===== src/rtl/hostbuf_pkg.sv =====
package hostbuf_pkg;
    typedef enum logic [1:0] {
        BUS_IDLE  = 2'd0,
        BUS_WRITE = 2'd1,
        BUS_READ  = 2'd2
    } bus_state_t;

    // Status byte layout, fixed because the host decodes it
    localparam int OBF_BIT = 0;
    localparam int IBF_BIT = 1;
    localparam int F0_BIT  = 2;
    localparam int F1_BIT  = 3;
    localparam int USR_LSB = 4;
endpackage


===== src/rtl/hostbuf_sel.sv =====
module hostbuf_sel (
    input  logic clk,
    input  logic rst_n,
    input  logic cpu_dma_en,
    input  logic host_cs_n,
    input  logic host_dack_n,
    input  logic host_a0,
    output logic sel,
    output logic a0_eff,
    output logic dma_mode
);
    logic dack_act;

    always_ff @(posedge clk) begin
        if (!rst_n)          dma_mode <= 1'b0;
        else if (cpu_dma_en) dma_mode <= 1'b1;
    end

    always_comb begin
        dack_act = dma_mode && !host_dack_n;
        sel      = !host_cs_n || dack_act;
        a0_eff   = dack_act ? 1'b0 : host_a0;
    end
endmodule


===== src/rtl/hostbuf_fsm.sv =====
module hostbuf_fsm
    import hostbuf_pkg::*;
(
    input  logic clk,
    input  logic rst_n,
    input  logic sel,
    input  logic rd_n,
    input  logic wr_n,
    output logic wr_go,
    output logic rd_go,
    output logic rd_end,
    output logic dout_en
);
    bus_state_t state_q, state_d;

    always_comb begin
        state_d = state_q;
        unique case (state_q)
            BUS_IDLE: begin
                if (sel && !wr_n)      state_d = BUS_WRITE;
                else if (sel && !rd_n) state_d = BUS_READ;
            end
            BUS_WRITE: if (wr_n) state_d = BUS_IDLE;
            BUS_READ:  if (rd_n) state_d = BUS_IDLE;
            default:   state_d = BUS_IDLE;
        endcase
    end

    always_ff @(posedge clk) begin
        if (!rst_n) state_q <= BUS_IDLE;
        else        state_q <= state_d;
    end

    always_comb begin
        wr_go   = 1'b0;
        rd_go   = 1'b0;
        rd_end  = 1'b0;
        dout_en = 1'b0;
        unique case (state_q)
            BUS_IDLE: begin
                wr_go = sel && !wr_n;
                rd_go = sel && wr_n && !rd_n;
            end
            BUS_WRITE: ;
            BUS_READ: begin
                dout_en = 1'b1;
                rd_end  = rd_n;
            end
            default: ;
        endcase
    end
endmodule


===== src/rtl/hostbuf_regs.sv =====
module hostbuf_regs
    import hostbuf_pkg::*;
#(
    parameter int DATA_W = 8,
    localparam int USR_W = DATA_W - USR_LSB
) (
    input  logic              clk,
    input  logic              rst_n,
    input  logic              wr_go,
    input  logic              rd_go,
    input  logic              rd_end,
    input  logic              a0_eff,
    input  logic [DATA_W-1:0] host_din,
    input  logic              cpu_ibuf_rd,
    input  logic              cpu_obuf_wr,
    input  logic [DATA_W-1:0] cpu_obuf_din,
    input  logic              cpu_f0_wr,
    input  logic              cpu_f0_val,
    input  logic              cpu_f1_wr,
    input  logic              cpu_f1_val,
    input  logic              cpu_usr_wr,
    input  logic [USR_W-1:0]  cpu_usr_din,
    output logic [DATA_W-1:0] ibuf,
    output logic [DATA_W-1:0] status,
    output logic [DATA_W-1:0] dout,
    output logic              rd_is_data
);
    logic [DATA_W-1:0] obuf;
    logic              ibf, obf, f0, f1;
    logic [USR_W-1:0]  usr;

    always_ff @(posedge clk) begin
        if (!rst_n) begin
            ibuf <= '0;
            ibf  <= 1'b0;
            f1   <= 1'b0;
        end else if (wr_go) begin
            ibuf <= host_din;
            ibf  <= 1'b1;
            f1   <= a0_eff;
        end else begin
            if (cpu_ibuf_rd) ibf <= 1'b0;
            if (cpu_f1_wr)   f1  <= cpu_f1_val;
        end
    end

    always_ff @(posedge clk) begin
        if (!rst_n) begin
            obuf <= '0;
            obf  <= 1'b0;
        end else if (cpu_obuf_wr) begin
            obuf <= cpu_obuf_din;
            obf  <= 1'b1;
        end else if (rd_end && rd_is_data) begin
            obf  <= 1'b0;
        end
    end

    always_ff @(posedge clk) begin
        if (!rst_n) begin
            f0  <= 1'b0;
            usr <= '0;
        end else begin
            if (cpu_f0_wr)  f0  <= cpu_f0_val;
            if (cpu_usr_wr) usr <= cpu_usr_din;
        end
    end

    always_ff @(posedge clk) begin
        if (!rst_n) begin
            dout       <= '0;
            rd_is_data <= 1'b0;
        end else if (rd_go) begin
            dout       <= a0_eff ? status : obuf;
            rd_is_data <= !a0_eff;
        end
    end

    always_comb begin
        status[OBF_BIT] = obf;
        status[IBF_BIT] = ibf;
        status[F0_BIT]  = f0;
        status[F1_BIT]  = f1;
    end

    for (genvar g = 0; g < USR_W; g++) begin : g_usr
        assign status[USR_LSB+g] = usr[g];
    end
endmodule


===== src/rtl/hostbuf_if.sv =====
module hostbuf_if
    import hostbuf_pkg::*;
#(
    parameter int DATA_W = 8
) (
    input  logic              clk,
    input  logic              rst_n,
    input  logic              host_cs_n,
    input  logic              host_dack_n,
    input  logic              host_rd_n,
    input  logic              host_wr_n,
    input  logic              host_a0,
    input  logic [DATA_W-1:0] host_din,
    output logic [DATA_W-1:0] host_dout,
    output logic              host_dout_en,
    input  logic              cpu_ibuf_rd,
    output logic [DATA_W-1:0] cpu_ibuf,
    input  logic              cpu_obuf_wr,
    input  logic [DATA_W-1:0] cpu_obuf_din,
    input  logic              cpu_f0_wr,
    input  logic              cpu_f0_val,
    input  logic              cpu_f1_wr,
    input  logic              cpu_f1_val,
    input  logic              cpu_usr_wr,
    input  logic [DATA_W-5:0] cpu_usr_din,
    input  logic              cpu_dma_en,
    output logic [DATA_W-1:0] cpu_status
);
    logic sel, a0_eff, dma_mode;
    logic wr_go, rd_go, rd_end, rd_is_data;

    hostbuf_sel u_sel (
        .clk        (clk),
        .rst_n      (rst_n),
        .cpu_dma_en (cpu_dma_en),
        .host_cs_n  (host_cs_n),
        .host_dack_n(host_dack_n),
        .host_a0    (host_a0),
        .sel        (sel),
        .a0_eff     (a0_eff),
        .dma_mode   (dma_mode)
    );

    hostbuf_fsm u_fsm (
        .clk    (clk),
        .rst_n  (rst_n),
        .sel    (sel),
        .rd_n   (host_rd_n),
        .wr_n   (host_wr_n),
        .wr_go  (wr_go),
        .rd_go  (rd_go),
        .rd_end (rd_end),
        .dout_en(host_dout_en)
    );

    hostbuf_regs #(.DATA_W(DATA_W)) u_regs (
        .clk         (clk),
        .rst_n       (rst_n),
        .wr_go       (wr_go),
        .rd_go       (rd_go),
        .rd_end      (rd_end),
        .a0_eff      (a0_eff),
        .host_din    (host_din),
        .cpu_ibuf_rd (cpu_ibuf_rd),
        .cpu_obuf_wr (cpu_obuf_wr),
        .cpu_obuf_din(cpu_obuf_din),
        .cpu_f0_wr   (cpu_f0_wr),
        .cpu_f0_val  (cpu_f0_val),
        .cpu_f1_wr   (cpu_f1_wr),
        .cpu_f1_val  (cpu_f1_val),
        .cpu_usr_wr  (cpu_usr_wr),
        .cpu_usr_din (cpu_usr_din),
        .ibuf        (cpu_ibuf),
        .status      (cpu_status),
        .dout        (host_dout),
        .rd_is_data  (rd_is_data)
    );
endmodule


===== config.mk =====
export PLATFORM = sky130hd
export DESIGN_NAME = hostbuf_if
export DESIGN_NICKNAME = d
export VERILOG_FILES = /design/src/rtl/hostbuf_pkg.sv /design/src/rtl/hostbuf_sel.sv /design/src/rtl/hostbuf_fsm.sv /design/src/rtl/hostbuf_regs.sv /design/src/rtl/hostbuf_if.sv
export SDC_FILE = /design/constraint.sdc
export NUM_CORES = 1
export LEC_CHECK = 0
export ABC_AREA = 1
export BUFFER_PORTS_ARGS = -buffer_cell sky130_fd_sc_hd__buf_2
export CORE_MARGIN = 5
export CORE_UTILIZATION = 35
export CTS_CLUSTER_SIZE = 16
export DETAILED_ROUTE_END_ITERATION = 16
export SETUP_SLACK_MARGIN = 0.1
export SLEW_MARGIN = 20
export SYNTH_ARGS = -nofsm -noshare
export SYNTH_HDL_FRONTEND = slang
export SYNTH_SLANG_ARGS = --single-unit

===== constraint.sdc =====
create_clock -name clk -period 2.4 [get_ports clk]
set_input_delay 0 -clock clk [delete_from_list [all_inputs] [get_ports clk]]
set_output_delay 0 -clock clk [all_outputs]
set_load 0.01 [all_outputs]

== Word-level counts from Yosys, hierarchy flattened ==
Index checks and enable logic that the tools add are counted.

* Order comparisons: 0
* Mux-type cells: 17
* Multipliers: 0
* Divide/modulo/power cells: 0
* $add $sub $neg: 0
* Shift-type cells: 0
* Reduce and logical (&&, ||, !) cells: 17
* Equality and inequality tests: 5
* Bitwise operators: 0

{| class="wikitable"
|+ Operators with widths
! cell !! number
|-
| 2-to-1 mux 1 bit || 11
|-
| 2-to-1 mux 2 bit || 4
|-
| 2-to-1 mux 8 bit || 1
|-
| logical AND 1 bit || 6
|-
| case mux 2 bit (3 select lines) || 1
|-
| nonzero test 2 bit || 3
|-
| logical NOT 1 bit || 5
|-
| != test 2 bit, second input constant || 2
|-
| != test 3 x 1 -> 1 bit, second input constant || 1
|-
| AND reduction 3 bit || 1
|-
| == test 2 x 1 -> 1 bit, second input constant || 1
|-
| == test 2 bit, second input constant || 1
|-
| logical NOT 2 bit || 1
|-
| logical OR 1 bit || 1
|}

* Word-level logic and storage cells: 50
* Output and inout bits: 25
* ROM bits: 0
* Flip-flop bits (word level): 36
* Bits in writable memories: 0
* Bits in latches: 0
* Input port bits: 35
* Memories: 0

== Depth between registers and ports, before layout ==
* Word-level depth: 7
* Mapped depth: 8

== Hierarchy ==
Synthesis repeated with hierarchy kept, for this count alone.

* Cells, all modules: 211
* Area, all modules: 1471.4 µm²

{| class="wikitable"
|+ By module, submodules not included
! module !! instances !! cells each !! sequential area each (µm²) !! area an instance (µm²)
|-
| hostbuf_regs || 1 || 183 || 660.6 || 1303.8
|-
| hostbuf_fsm || 1 || 19 || 40.0 || 116.4
|-
| hostbuf_sel || 1 || 9 || 20.0 || 51.3
|}

== Worst setup path after synthesis ==
Ideal clock, no wire load.

* Path type: register -> register
* Start: reg u_fsm.state_q[0]
* End: reg u_regs.dout[0]
* Path buffers: 1
* Data arrival time: 0.946 ns
* Stages on the path, launching flop included: 8
* Period minus slack after synthesis: 1.058 ns
* Setup time: 0.113 ns
* Setup slack: 1.342 ns
* Data required time: 2.287 ns
* Cells stage by stage: dfxtp_1 > inv_1 > nand2_1 > nor2_2 > nand3_4 > buf_6 > nor2_1 > nor2_1

* Cells in the longest elaborated chain, start to end: 2

{| class="wikitable"
|+ RTL lines
! element !! line !! source
|-
| start, declared || hostbuf_fsm.sv:14 || <nowiki>bus_state_t state_q, state_d;</nowiki>
|-
| start signal, assigned || hostbuf_fsm.sv:31 || <nowiki>else state_q <= state_d;</nowiki>
|-
| logical NOT 2 bit || hostbuf_fsm.sv:39 || <nowiki>unique case (state_q)</nowiki>
|-
| 2-to-1 mux 1 bit || hostbuf_fsm.sv:39 ||
|-
| end signal, assigned || hostbuf_regs.sv:74 || <nowiki>dout <= a0_eff ? status : obuf;</nowiki>
|-
| end, declared || hostbuf_regs.sv:25 || <nowiki>output logic [DATA_W-1:0] dout,</nowiki>
|}

No other way between the ends.
A chain may end at the register's enable or synchronous reset.

== Worst setup path after layout ==
* Start: reg u_sel.dma_mode
* End: reg u_regs.f1

* Cells in the longest elaborated chain, start to end: 5
* Elaborated cells on any way between the ends: 7
* Classes of those cells: mux (3); reduce/logical (4)

{| class="wikitable"
|+ RTL lines
! element !! line !! source
|-
| start, declared || hostbuf_sel.sv:10 || <nowiki>output logic dma_mode</nowiki>
|-
| start signal, assigned || hostbuf_sel.sv:15 || <nowiki>if (!rst_n) dma_mode <= 1'b0;</nowiki>
|-
| start signal, assigned || hostbuf_sel.sv:16 || <nowiki>else if (cpu_dma_en) dma_mode <= 1'b1;</nowiki>
|-
| logical AND 1 bit * || hostbuf_sel.sv:20 || <nowiki>dack_act = dma_mode && !host_dack_n;</nowiki>
|-
| logical OR 1 bit || hostbuf_sel.sv:21 || <nowiki>sel = !host_cs_n || dack_act;</nowiki>
|-
| logical AND 1 bit || hostbuf_fsm.sv:41 || <nowiki>wr_go = sel && !wr_n;</nowiki>
|-
| 2-to-1 mux 1 bit || hostbuf_fsm.sv:39 ||
|-
| 2-to-1 mux 1 bit or nonzero test 2 bit (tied branches) || -- ||
|-
| end signal, assigned || hostbuf_regs.sv:43 || <nowiki>if (cpu_f1_wr) f1 <= cpu_f1_val;</nowiki>
|-
| end, declared || hostbuf_regs.sv:29 || <nowiki>logic ibf, obf, f0, f1;</nowiki>
|}

Every way passes the cells marked *; elsewhere a longest branch is shown, timed or not.

==> metrics.md <==
| Metric | Value |
|---|---|
| Bufs on Longest Clock Path | 2 |
| Fmax | 796.2 MHz |
| Worst path required time | 2.58 ns |
| Global-route wire length before repair | 6782 µm |
| Hold Vio Cnt, Final | 0 |
| Post-Place Setup Slack | 1.151 ns |
| WL per Instance | 11.53 µm |
| CTS root buffer | clkbuf_8 |
| CTS tree | yes |
| Setup_tns | 0 ns |
| Post-Synthesis Cell Area | 0.001551 mm² |
| Post-synthesis sequential area ratio | 46.45% |
| Remaining antenna violation count | 0 |
| Crit-path leading delay family | simple AND/OR/NAND/NOR gates |
| Clock slew seen by the registers of the worst setup and hold paths | 0.07 ns |
| Startpoint types | flip-flop |
| Starting Density | 35.88% |
| CP Class | reg -> reg |
| Vias per Instance | 4.418 |
| EDFF count, synth | 0 |
| Asr flop ratio synth | 0% |
| Yosys top cell area share | 46.45% |
| Top Ports | 60 |
| Resized cells post-CTS | 0 |
| Layout cell share with drive strength beyond 1 | 25.76% |
| # nets final | 330 |
| Vias in the first global route | 1508 |
| Row count | 24 |
| Maximum vdd drop | 0.2735 mV |
| DIE WIDTH | 76.58 µm |
| Initial DRC count | 91 |
| Worst EP arrival | 1.44 ns |
| Syn Area/Cell | 7.183 µm² |
| Dpl cell area | 0.001831 mm² |
| # Max-Cap Violations | 0 |
| Cell Pwr Density | 593.0 mW/mm² |
| # port buffers | 59 |
| Final period utilization | 52.33% |
| Post-detail-place hpwl | 2788 µm |
| CP bufs+invs | 0 |
| Most common library cells after synthesis | 49 x nand2_1, 44 x nor2_1, 36 x dfxtp_1 |
| Ant diodes | 0 |
| Syn Nets | 251 |
| Max Slew Vio Count | 0 |
| Synth-to-Final Area Change | 39.11% |
| Final worst slack | 1.144 ns |
| Final setup violation count | 0 |
| Synth cell types | 21 |
| R2R Setup Slk | 1.14 ns |
| FILL cells | 455 |
| Gpl congestion | 0.7311 |
| Gr ovfl total | 0 |
| Cts bufs inserted | 5 |
| Critical-path top delay cell | dfxtp_1 |
| Crit end category | flip-flop |
| H-tree depth | 2 |
| Total wire length | 4002 µm |
| Synth Instances | 216 |
| Final Cell Area | 0.002158 mm² |
| Synth area leaders | dfxtp_1 46%, nand2_1 12%, nor2_1 11% |
| Yosys reg bits | 36 |
| Tmin final | 1.256 ns |
| Core ar. | 0.004324 mm² |
| Syn. warnings | 0 |
| Worst slew margin | 71.30% |
| Status | finished clean |
| Via count | 1533 |
| Slew @ Worst Pin | 0.4300 ns |
| Crit path cell chain | nand2_2 -> nand2_4 -> nand3_2 -> a21oi_1 -> nor2_1 |
| Worst skew pair latency | 0.28 ns |
| Tot GR Track Use | 14.08% |
| Unrepaired setup endpoints after global routing | no |
| Skew final | 0.006294 ns |
| Synth area leader | dfxtp_1 |
| Initial antenna violation count | 0 |
| Largest net degree at the start of global routing | 25 |
| Critical Path Fanout Max | 12 |
| Drt drc | 0 |
| Leakage power | 1.111 nW |
| Clk sinks | 36 |
| Most frequent cell after synthesis | nand2_1 |
| Critical path's largest stage delay | 0.34 ns |
| Ys flop type | dfxtp_1 |
| Worst Hold Class | in -> reg |
| Die height | 76.58 µm |
| DIE AREA | 0.005865 mm² |
| Drt pass-1 iters | 4 |
[final timing paths]
path	cells after the start	start	to
max reg2reg	5	u_sel.dma_mode	u_regs.f1
min reg2reg	2	u_regs.ibuf[4]	u_regs.ibuf[4]
max	5	u_sel.dma_mode	u_regs.f1
min	3	cpu_usr_wr	u_regs.usr[2]
[cell type report]
type,instances,area (µm²),share of cell area (%)
well taps,52,65.06,3.014
inverters,20,75.07,3.478
multi-input cells,148,674.4,31.25
clock buffers,6,72.57,3.362
repair buffers,84,545.5,25.28
clock inverters,1,5.005,0.2319
flip-flops and latches,36,720.7,33.39
[per-layer routing]
metal	vias to the layer above	GRT usage [%]	wire [µm]
met5	-	0	0
met4	0	3.671	25
met3	4	4.728	232
met2	38	24.91	1999
met1	657	16.05	1745
li1	834	-	-
[sequential cells by signal (all words and copies together) (netlist names)]
signal / flops
u_fsm.state_q: 2
u_regs.dout: 8
u_regs.f0: 1
u_regs.f1: 1
u_regs.ibf: 1
u_regs.ibuf: 8
u_regs.obf: 1
u_regs.obuf: 8
u_regs.rd_is_data: 1
u_regs.usr: 4
u_sel.dma_mode: 1
[power by group]
group          total (mW)  internal [mW]  switching [mW]
clock               0.394          0.197           0.197
combinational       0.225          0.104           0.121
sequential          0.661          0.637          0.0235
[kinds of logic (layout without fill, tap and decap cells)]
| kind of cell | after synthesis | count (layout) | share of synthesized area [%] |
|---|---|---|---|
| simple gates | 120 | 120 | 34.19 |
| flops | 36 | 36 | 46.45 |
| compound gates | 28 | 28 | 9.274 |
| buf+inv | 32 | 111 | 10.08 |
[cell usage in the layout, fill, tap and decap left out, types with 3 or more instances in the layout]
cell type      count
dlygate4sd3_1     25
inv_1             18
o21ai_0           14
a21oi_1           13
nor2_1            44
nand4_1            8
nand2_1           49
clkbuf_8           5
nor2_2             3
dfxtp_1           36
buf_2             59
nand3_1           10
[worst reg2reg max path: cells and delay by family, from the launching register on]
kind	cells	cell delay (ns)
AND/OR/NAND/NOR	4	0.62
flip-flops	1	0.34
AO/OA/AOI/OAI	1	0.20
[stage by stage]
stage | power [mW] | hold slack (ns) | util [%] | instances
2_1_floorplan | 0.7991 | 0.09346 | - | 216
3_3_place_gp | 0.8669 | 0.2014 | 42.33 | 315
3_5_place_dp | 0.8690 | 0.2044 | 42.33 | 315
4_1_cts | 1.295 | 0.007558 | 49.68 | 346
5_1_grt | 1.355 | 0.05992 | 49.91 | 347
6_report | 1.280 | 0.02598 | 49.91 | 347
[what timing repair did]
action,4_1_cts,5_1_grt
hold endpoints to repair,22,1
buffers inserted,0,0
hold buffers,24,1
Note: power is estimated with default switching activity, not from simulation.
